===== src/rtl/fkc_pkg.sv =====
package fkc_pkg;

    localparam logic [3:0] KEY_ARM  = 4'h5;
    localparam logic [3:0] KEY_FIRE = 4'hA;

    typedef enum logic [0:0] {
        KS_IDLE  = 1'b0,
        KS_ARMED = 1'b1
    } kstate_e;

endpackage


===== src/rtl/fkc_keyseq.sv =====
module fkc_keyseq
    import fkc_pkg::*;
(
    input  logic       clk,
    input  logic       rst_n,
    input  logic       wr_en,
    input  logic [7:0] wr_data,
    input  logic       other_wr,
    input  logic       busy,
    output logic       fire,
    output logic [3:0] fire_cfg
);

    typedef struct packed {
        kstate_e    st;
        logic [3:0] nib;
    } ks_t;

    ks_t ks_q, ks_d;

    logic [3:0] hi_w;
    logic [3:0] lo_w;

    assign hi_w = wr_data[7:4];
    assign lo_w = wr_data[3:0];

    always_comb begin
        ks_d     = ks_q;
        fire     = 1'b0;
        fire_cfg = lo_w;
        if (busy) begin
            ks_d.st = KS_IDLE;
        end else begin
            case (ks_q.st)
                KS_IDLE: begin
                    if (wr_en && !other_wr && hi_w == KEY_ARM) begin
                        ks_d.st  = KS_ARMED;
                        ks_d.nib = lo_w;
                    end
                end
                KS_ARMED: begin
                    if (other_wr) begin
                        ks_d.st = KS_IDLE;
                    end else if (wr_en) begin
                        if (hi_w == KEY_FIRE && lo_w == ks_q.nib) begin
                            fire    = 1'b1;
                            ks_d.st = KS_IDLE;
                        end else if (hi_w == KEY_ARM) begin
                            ks_d.nib = lo_w;
                        end else begin
                            ks_d.st = KS_IDLE;
                        end
                    end
                end
                default: ks_d.st = KS_IDLE;
            endcase
        end
    end

    always_ff @(posedge clk or negedge rst_n) begin
        if (!rst_n) begin
            ks_q <= '{st: KS_IDLE, nib: 4'h0};
        end else begin
            ks_q <= ks_d;
        end
    end

    // a latch load in the firing cycle never launches
    p_load_aborts_r5: assert property (@(posedge clk) disable iff (!rst_n)
        other_wr |-> !fire);

    // a nibble mismatch never launches
    p_nibble_mismatch_r4: assert property (@(posedge clk) disable iff (!rst_n)
        (wr_en && wr_data[3:0] != ks_q.nib) |-> !fire);

    // after a rejected or aborted armed cycle the sequence is idle
    p_abort_to_idle_r5: assert property (@(posedge clk) disable iff (!rst_n)
        (ks_q.st == KS_ARMED && other_wr && !busy) |=> ks_q.st == KS_IDLE);

endmodule


===== src/rtl/fkc_latch_track.sv =====
module fkc_latch_track #(
    parameter int ADDR_W = 15,
    parameter int COL_W  = 7,
    localparam int PAGE_W = ADDR_W - COL_W,
    localparam int NCOL   = 1 << COL_W
) (
    input  logic              clk,
    input  logic              rst_n,
    input  logic              ld_en,
    input  logic [ADDR_W-1:0] ld_addr,
    input  logic              clr,
    output logic [PAGE_W-1:0] page,
    output logic [NCOL-1:0]   valid
);

    typedef struct packed {
        logic [PAGE_W-1:0] page;
        logic [NCOL-1:0]   valid;
    } lt_t;

    lt_t lt_q, lt_d;

    logic [COL_W-1:0] col_w;
    logic [NCOL-1:0]  hit_w;

    assign col_w = ld_addr[COL_W-1:0];

    for (genvar c = 0; c < NCOL; c++) begin : g_col
        assign hit_w[c] = ld_en && (col_w == COL_W'(c));
    end

    always_comb begin
        lt_d = lt_q;
        if (clr) begin
            lt_d.valid = '0;
        end else if (ld_en) begin
            lt_d.valid = lt_q.valid | hit_w;
            lt_d.page  = ld_addr[ADDR_W-1:COL_W];
        end
    end

    always_ff @(posedge clk or negedge rst_n) begin
        if (!rst_n) begin
            lt_q <= '0;
        end else begin
            lt_q <= lt_d;
        end
    end

    assign page  = lt_q.page;
    assign valid = lt_q.valid;

    // completion empties the buffer flags
    p_clear_flags_r10: assert property (@(posedge clk) disable iff (!rst_n)
        clr |=> valid == '0);

    // a load records its page
    p_load_page_r7: assert property (@(posedge clk) disable iff (!rst_n)
        (ld_en && !clr) |=> page == $past(ld_addr[ADDR_W-1:COL_W]));

    // flags only grow between clears
    p_flags_grow_r7: assert property (@(posedge clk) disable iff (!rst_n)
        !clr |=> (($past(valid) & ~valid) == '0));

endmodule


===== src/rtl/fkc_ctrl_reg.sv =====
module fkc_ctrl_reg #(
    parameter int PAGE_W = 8
) (
    input  logic              clk,
    input  logic              rst_n,
    input  logic              wr_en,
    input  logic [7:0]        wr_data,
    input  logic              fire,
    input  logic [3:0]        fire_cfg,
    input  logic [PAGE_W-1:0] page_in,
    input  logic              done,
    output logic [7:0]        rdata,
    output logic              busy,
    output logic              start,
    output logic [PAGE_W-1:0] lpage,
    output logic              lspace,
    output logic [1:0]        lmode
);

    typedef struct packed {
        logic [3:0]        key;
        logic              space;
        logic [1:0]        mode;
        logic              busy;
        logic              start;
        logic [PAGE_W-1:0] lpage;
        logic              lspace;
        logic [1:0]        lmode;
    } cr_t;

    cr_t cr_q, cr_d;

    always_comb begin
        cr_d       = cr_q;
        cr_d.start = 1'b0;
        if (wr_en && !cr_q.busy) begin
            cr_d.key   = wr_data[7:4];
            cr_d.space = wr_data[3];
            cr_d.mode  = wr_data[2:1];
        end
        if (fire && !cr_q.busy) begin
            cr_d.start  = 1'b1;
            cr_d.busy   = 1'b1;
            cr_d.lpage  = page_in;
            cr_d.lspace = fire_cfg[3];
            cr_d.lmode  = fire_cfg[2:1];
        end else if (cr_q.busy && done) begin
            cr_d.busy = 1'b0;
        end
    end

    always_ff @(posedge clk or negedge rst_n) begin
        if (!rst_n) begin
            cr_q <= '0;
        end else begin
            cr_q <= cr_d;
        end
    end

    assign rdata  = {cr_q.key, cr_q.space, cr_q.mode, cr_q.busy};
    assign busy   = cr_q.busy;
    assign start  = cr_q.start;
    assign lpage  = cr_q.lpage;
    assign lspace = cr_q.lspace;
    assign lmode  = cr_q.lmode;

    // the strobe lasts one cycle
    p_start_single_r3: assert property (@(posedge clk) disable iff (!rst_n)
        start |=> !start);

    // busy accompanies the strobe
    p_start_busy_r3: assert property (@(posedge clk) disable iff (!rst_n)
        start |-> busy);

    // busy holds until done
    p_busy_hold_r8: assert property (@(posedge clk) disable iff (!rst_n)
        (busy && !done) |=> busy);

    // launch attributes hold while busy
    p_launch_hold_r11: assert property (@(posedge clk) disable iff (!rst_n)
        (busy && !start) |-> ($stable(lpage) && $stable(lspace) && $stable(lmode)));

    // readback frozen while busy
    p_reg_frozen_r9: assert property (@(posedge clk) disable iff (!rst_n)
        (busy && !done) |=> $stable(rdata[7:1]));

endmodule


===== src/rtl/flash_key_ctrl.sv =====
module flash_key_ctrl #(
    parameter int ARRAY_BYTES = 32768,
    parameter int PAGE_BYTES  = 128,
    localparam int ADDR_W = $clog2(ARRAY_BYTES),
    localparam int COL_W  = $clog2(PAGE_BYTES),
    localparam int PAGE_W = ADDR_W - COL_W
) (
    input  logic                  clk,
    input  logic                  rst_n,
    input  logic                  cpu_wr,
    input  logic [7:0]            cpu_wdata,
    output logic [7:0]            cpu_rdata,
    input  logic                  lat_wr,
    input  logic [ADDR_W-1:0]     lat_addr,
    input  logic                  prog_done,
    output logic                  prog_start,
    output logic [PAGE_W-1:0]     prog_page,
    output logic                  prog_space,
    output logic [1:0]            prog_mode,
    output logic                  busy,
    output logic [PAGE_BYTES-1:0] col_valid
);

    logic              fire_w;
    logic [3:0]        fire_cfg_w;
    logic              ld_ok_w;
    logic              clr_w;
    logic [PAGE_W-1:0] cur_page_w;

    assign ld_ok_w = lat_wr && !busy;
    assign clr_w   = busy && prog_done;

    fkc_keyseq u_keyseq (
        .clk      (clk),
        .rst_n    (rst_n),
        .wr_en    (cpu_wr),
        .wr_data  (cpu_wdata),
        .other_wr (lat_wr),
        .busy     (busy),
        .fire     (fire_w),
        .fire_cfg (fire_cfg_w)
    );

    fkc_latch_track #(
        .ADDR_W (ADDR_W),
        .COL_W  (COL_W)
    ) u_latch (
        .clk     (clk),
        .rst_n   (rst_n),
        .ld_en   (ld_ok_w),
        .ld_addr (lat_addr),
        .clr     (clr_w),
        .page    (cur_page_w),
        .valid   (col_valid)
    );

    fkc_ctrl_reg #(
        .PAGE_W (PAGE_W)
    ) u_ctrl (
        .clk      (clk),
        .rst_n    (rst_n),
        .wr_en    (cpu_wr),
        .wr_data  (cpu_wdata),
        .fire     (fire_w),
        .fire_cfg (fire_cfg_w),
        .page_in  (cur_page_w),
        .done     (prog_done),
        .rdata    (cpu_rdata),
        .busy     (busy),
        .start    (prog_start),
        .lpage    (prog_page),
        .lspace   (prog_space),
        .lmode    (prog_mode)
    );

    // a launch always follows a firing-key write with no load
    p_start_after_fire_r6: assert property (@(posedge clk) disable iff (!rst_n)
        prog_start |-> $past(cpu_wr && cpu_wdata[7:4] == 4'hA && !lat_wr));

    // no launch from writes issued while busy
    p_no_start_busy_r9: assert property (@(posedge clk) disable iff (!rst_n)
        busy |=> !prog_start);

    // loads while busy leave the flags alone
    p_flags_frozen_r9: assert property (@(posedge clk) disable iff (!rst_n)
        (busy && !prog_done) |=> $stable(col_valid));

endmodule


===== config.mk =====
export PLATFORM = sky130hd
export DESIGN_NAME = flash_key_ctrl
export DESIGN_NICKNAME = d
export VERILOG_FILES = /design/src/rtl/fkc_pkg.sv /design/src/rtl/fkc_keyseq.sv /design/src/rtl/fkc_latch_track.sv /design/src/rtl/fkc_ctrl_reg.sv /design/src/rtl/flash_key_ctrl.sv
export SDC_FILE = /design/constraint.sdc
export NUM_CORES = 1
export LEC_CHECK = 0
export CORE_MARGIN = 1.5
export CORE_UTILIZATION = 40
export CTS_BUF_LIST = sky130_fd_sc_hd__clkbuf_8
export CTS_CLUSTER_DIAMETER = 150
export DETAILED_ROUTE_END_ITERATION = 12
export DONT_BUFFER_PORTS = 1
export GPL_ROUTABILITY_DRIVEN = 0
export SLEW_MARGIN = 20
export SYNTH_ARGS = -nofsm -noshare
export SYNTH_HDL_FRONTEND = slang
export SYNTH_HIERARCHICAL = 1
export SYNTH_SLANG_ARGS = --single-unit

===== constraint.sdc =====
create_clock -name clk -period 3 [get_ports clk]
set_input_delay 0.6 -clock clk [delete_from_list [all_inputs] [get_ports clk]]
set_output_delay 0.6 -clock clk [all_outputs]
set_load 0.03 [all_outputs]

==> run summary, run 1 <==
run status = finished with violations
violated checks = hold timing
combined area of all synthesized cells = 6870 µm²
share of total power in the clock network = 39.3%
setup slack on the worst flop-to-flop path = 0.60 ns
count of port buffers added during placement = 0
start of the worst register-to-register path = u_ctrl/busy
H-tree depth = 4
internal cell power = 3.18 mW
worst clock skew = 0.00743 ns
Critical Path Fanout Max = 13
initial antenna violation count = 0
CTS sink cnt = 161
I/O pin total = 177
Initial Utilization = 41.1%
worst-skew pair later-pin latency = 0.44 ns
R2R depth = 5
Mapped Nets = 587
die outline width = 134 µm
number of buffers inserted during clock tree synthesis = 17
clock tree root driver cell = sky130_fd_sc_hd__clkbuf_8
Reg2Reg Capture Point = u_latch/valid[91]
Cell Pwr Density = 588 nW/µm²
initial DRC count = 325
most numerous cell on the critical path = sky130_fd_sc_hd__buf_4
number of post-CTS setup repair buffers = 0
path category of the worst min-delay check = input pin to async pin
maximum clock insertion buffer count = 2
post-synthesis cell count = 559
Fin Setup TNS = 0 ns
vertical extent of the die = 134 µm
fraction of final layout cells with drive strength greater than 1 = 16.9%
clock tree from TritonCTS = done
clock period minus worst slack = 2.40 ns
ANT cells = 0
average wire length per cell after detail routing = 22.5 µm
share of the clock period used by the worst path after layout = 80.1%
Worst Setup Start Kind = flop
residual antenna-violating net count after detailed routing = 0
CP Cell Sequence = buf_4 -> and2b_2 -> nand4bb_1 -> buf_4 -> o32ai_1
area enclosed by the die boundary = 18000 µm²
number of placement rows = 47
Critical Path Stages = 5
Hold Fails Final Rpt = 161
Finish-stage setup viols = 0
global-route usage over all layers = 19.3%
Detailed Place HPWL = 10500 µm
core outline area = 16700 µm²
Tot Pwr = 4.32 mW
growth of design area from synthesis to finish = 6.77%
number of warnings printed during yosys synthesis = 6
Reg area = 4030 µm²
part of the total power dissipated in sequential elements = 56.0%
buffer and inverter count on the worst path = 2
vias in the first global route = 4585
CTS resizes = 0
kind of capture point of the worst setup path = flop
worst setup path class = flop to flop
setup repair after global routing missed its margin = no
Max-slew headroom = 23.4%
total leakage power = 3.52 nW
max frequency = 416 MHz
global-route wire length before repair = 26800 µm
final routed DRC violation total = 0
delay of the slowest critical-path stage = 0.53 ns
share of total power in combinational logic = 4.8%
transition time of the tightest slew-check pin = 1.15 ns
final-stage net count = 554
total congestion overflow = 0
sw frac = 26.3%
largest net degree at the start of global routing = 162
number of detailed-route iterations in the first pass = 4
largest voltage drop on the vdd net = 0.000254 V
max cap viols = 0
cell at the slowest stage of the critical path = sky130_fd_sc_hd__nand4bb_1
arrival time reported for the critical path endpoint = 2.73 ns
Syn Area/Cell = 12.3 µm²
Switch Pwr = 1.13 mW
WHS = -0.162 ns
Final Max Slew Viols = 0
Clk pin slew, worst setup/hold paths = 0.09 ns
Fillers = 1571
data required time at the worst endpoint = 3.33 ns
area occupied by multi-input gates = 2050 µm²
Top delay family on crit path = simple AND/OR/NAND/NOR gates
origin of the worst setup path = u_ctrl/busy
Vias = 4388
Avg Vias per Cell = 5.78
Final Routed Wirelength = 17100 µm
## routing by layer
layer / routed length, µm / GRT usage [%]
met3: 1870 / 8.99
met2: 8050 / 29.4
met5: 0 / 0
met1: 6860 / 24.3
met4: 299 / 6.57
## area by class of cell
type / instances / area share (%)
tap: 220 / 3.75
clock inverter: 14 / 2.44
multi-input combinational: 207 / 27.9
timing repair buffer: 10 / 1.02
clock buffer: 18 / 3.38
inverter: 129 / 6.60
sequential: 161 / 54.9
## how the worst max path moves through the flow
stage | end
finish | u_latch/valid[91]
CTS | u_latch/valid[72]
global placement | u_latch/valid[89]
floorplan | u_latch/valid[80]
detailed placement | u_latch/valid[72]
global route | u_latch/valid[73]
## worst register-to-register path, stage by stage (launching register included)
cell and delay (ns):
sky130_fd_sc_hd__dfrtp_1 0.51, sky130_fd_sc_hd__buf_4 0.26, sky130_fd_sc_hd__and2b_2 0.30, sky130_fd_sc_hd__nand4bb_1 0.53
sky130_fd_sc_hd__buf_4 0.41, sky130_fd_sc_hd__o32ai_1 0.28
## metrics by stage
| stage | cell area [µm²] | setup WS, ns | utilization, % | instances |
|---|---|---|---|---|
| 2_1_floorplan | 6870 | 0.981 | - | 559 |
| 3_3_place_gp | 6910 | 0.698 | 41.4 | 727 |
| 3_5_place_dp | 6910 | 0.600 | 41.4 | 727 |
| 4_1_cts | 7340 | 0.584 | 43.9 | 759 |
| 5_1_grt | 7340 | 0.452 | 43.9 | 759 |
| 6_report | 7340 | 0.598 | 43.9 | 759 |
## placed cells by master, fill, tap and decap left out, types with 2 or more instances in the layout
cell	count
sky130_fd_sc_hd__clkbuf_8	18
sky130_fd_sc_hd__mux2_2	10
sky130_fd_sc_hd__nor2_1	2
sky130_fd_sc_hd__or3b_1	2
sky130_fd_sc_hd__bufinv_16	3
sky130_fd_sc_hd__or4b_2	2
sky130_fd_sc_hd__buf_4	10
sky130_fd_sc_hd__clkinv_4	3
sky130_fd_sc_hd__dfrtp_1	161
sky130_fd_sc_hd__nand4bb_1	6
sky130_fd_sc_hd__nand3b_1	3
sky130_fd_sc_hd__clkinvlp_4	2
sky130_fd_sc_hd__clkinv_2	2
sky130_fd_sc_hd__mux2_1	11
sky130_fd_sc_hd__nand4_1	2
sky130_fd_sc_hd__nand4b_1	6
sky130_fd_sc_hd__mux2_4	9
sky130_fd_sc_hd__xnor2_1	4
sky130_fd_sc_hd__o32ai_1	108
sky130_fd_sc_hd__inv_6	3
sky130_fd_sc_hd__o32ai_2	20
sky130_fd_sc_hd__nand2_1	2
sky130_fd_sc_hd__nand2b_1	2
sky130_fd_sc_hd__inv_1	129
## power by group through the flow
stage | registers (mW) | logic [mW] | clock network, mW
after floorplan | 2.44 | 0.182 | 0
after global placement | 2.46 | 0.198 | 0
after detailed placement | 2.46 | 0.206 | 0
after CTS | 2.42 | 0.206 | 1.77
after global routing | 2.43 | 0.225 | 1.86
final | 2.42 | 0.205 | 1.70
## sequential cells by signal (all words and copies together), names as in the netlist
register,flops
u_latch/valid,128
u_ctrl/lpage,8
u_latch/page,8
u_ctrl/rdata,7
u_keyseq/ks_q,5
u_ctrl/lmode,2
u_ctrl/busy,1
u_ctrl/lspace,1
u_ctrl/start,1
(Power assumes the default switching activity.)
==> inputs of run 2 (changes only) <==
ABC_AREA = 1   (was unset)
clock period = 2.45 ns   (was 3 ns; I/O delays follow)
==> run summary, run 2 <==
fraction of final layout cells with drive strength greater than 1 = 9.38%
max frequency = 510 MHz
Detailed Place HPWL = 12200 µm
Mapped Nets = 814
number of detailed-route iterations in the first pass = 4
worst clock skew = 0.00926 ns
post-synthesis cell count = 786
vertical extent of the die = 132 µm
area enclosed by the die boundary = 17400 µm²
global-route usage over all layers = 22.1%
residual antenna-violating net count after detailed routing = 0
Initial Utilization = 41.4%
Top delay family on crit path = simple AND/OR/NAND/NOR gates
Post-Route Utilization = 45.0%
Critical Path Fanout Max = 15
clock tree from TritonCTS = done
most numerous cell on the critical path = sky130_fd_sc_hd__nand2_1
number of post-CTS setup repair buffers = 0
initial antenna violation count = 0
growth of design area from synthesis to finish = 8.69%
Finish-stage setup viols = 0
arrival time reported for the critical path endpoint = 2.35 ns
H-tree depth = 4
Hold Fails Final Rpt = 161
Final Routed Wirelength = 18600 µm
final design area excluding fillers = 7230 µm²
final routed DRC violation total = 0
Tot Pwr = 6.12 mW
top library cells by usage in the layout, fill and taps aside = sky130_fd_sc_hd__nand2_1, sky130_fd_sc_hd__dfrtp_1, sky130_fd_sc_hd__nand3_1
delay of the slowest critical-path stage = 0.68 ns
worst setup path class = flop to flop
worst-skew pair later-pin latency = 0.45 ns
setup repair after global routing missed its margin = no
run status = finished with violations
Final Max Slew Viols = 0
largest net degree at the start of global routing = 162
Switch Pwr = 2.21 mW
Worst Setup Start Kind = flop
WHS = -0.269 ns
transition time of the tightest slew-check pin = 0.733 ns
clock period minus worst slack = 1.96 ns
CTS sink cnt = 161
data required time at the worst endpoint = 2.84 ns
share of total power in combinational logic = 8.3%
vias in the first global route = 4898
buffer and inverter count on the worst path = 2
number of buffers inserted during clock tree synthesis = 17
count of port buffers added during placement = 0
CP Cell Sequence = nand2_1 -> inv_1 -> inv_4 -> nand2_1 -> nor2_2 -> nand2_1 -> nand2_1
final-stage net count = 815
number of warnings printed during yosys synthesis = 6
Syn Area/Cell = 8.47 µm²
path category of the worst min-delay check = input pin to async pin
Fin Setup TNS = 0 ns
clock tree root driver cell = sky130_fd_sc_hd__clkbuf_8
max reg flops = 128
Fillers = 1621
most frequent standard cell in the layout excluding fill and tap cells = sky130_fd_sc_hd__nand2_1
average wire length per cell after detail routing = 18.3 µm
CTS resizes = 0
share of total power in the clock network = 29.0%
combined area of all synthesized cells = 6650 µm²
Avg Vias per Cell = 4.95
placed cell areas = 6880 µm²
total leakage power = 4.06 nW
die outline width = 132 µm
cell at the slowest stage of the critical path = sky130_fd_sc_hd__nor2_2
I/O pin total = 177
number of placement rows = 46
total congestion overflow = 0
internal cell power = 3.91 mW
core outline area = 16100 µm²
initial DRC count = 358
violated checks = hold timing
Clk pin slew, worst setup/hold paths = 0.09 ns
largest voltage drop on the vdd net = 0.000401 V
sw frac = 36.2%
global-route wire length before repair = 29500 µm
maximum clock insertion buffer count = 2
Cell Pwr Density = 847 nW/µm²
share of the clock period used by the worst path after layout = 80.0%
part of the total power dissipated in sequential elements = 62.7%
Max-slew headroom = 51.1%
max cap viols = 0
ANT cells = 0
kind of capture point of the worst setup path = flop
Vias = 5031
==> run 2: cell count changes in the layout (fill, tap and decap cells not counted), sizes merged, moves of 30 or more <==
cell	delta
mux2	-30
nand3	+103
inv	-98
o32ai	-128
nor2	+38
nand2	+402
==> run 2: power by group through the flow <==
| stage | logic (mW) | clock network [mW] | registers, mW |
|---|---|---|---|
| global placement | 0.496 | 0 | 3.90 |
| CTS | 0.516 | 1.85 | 3.85 |
| global route | 0.605 | 1.96 | 3.89 |
| floorplan | 0.421 | 0 | 3.79 |
| detailed placement | 0.516 | 0 | 3.89 |
| finish | 0.511 | 1.78 | 3.84 |
==> run 2: path summary, 6_finish.rpt <==
path                                 start                  to  slack, ns  cells past startpoint
setup reg to reg               u_ctrl/busy   u_latch/valid[96]       0.49                      7
max in group asynchronous            rst_n  u_latch/valid[103]       2.53                      0
min in group clk              lat_addr[11]     u_latch/page[4]       0.15                      2
hold / removal                       rst_n     u_ctrl/rdata[2]      -0.27                      0
setup / recovery               u_ctrl/busy   u_latch/valid[96]       0.49                      7
hold reg to reg            u_latch/page[1]     u_latch/page[1]       0.49                      2
==> run 2: routing by layer <==
layer  vias to the layer above  GRT usage, %  part of all wire [%]
li1                       2437             -                     -
met3                        20          7.73                   8.8
met4                         0          7.28                   1.5
met2                       175          31.8                    45
met1                      2399          31.0                    45
met5                         -             0                     0
==> run 2: layout make-up <==
cell class                      instances  area [µm²]  share of cell area [%]
Sequential cell                       161        4030                    55.7
Clock buffer                           18         248                    3.43
Multi-Input combinational cell        556        2290                    31.7
Timing Repair Buffer                   22         178                    2.46
Inverter                               29         111                    1.54
Tap cell                              216         270                    3.74
Clock inverter                         14         105                    1.45
==> run 2: stage by stage <==
step	setup WS (ns)	instances
3_3_place_gp	0.569	984
6_report	0.491	1016
2_1_floorplan	0.863	786
4_1_cts	0.501	1016
5_1_grt	0.301	1016
3_5_place_dp	0.509	984
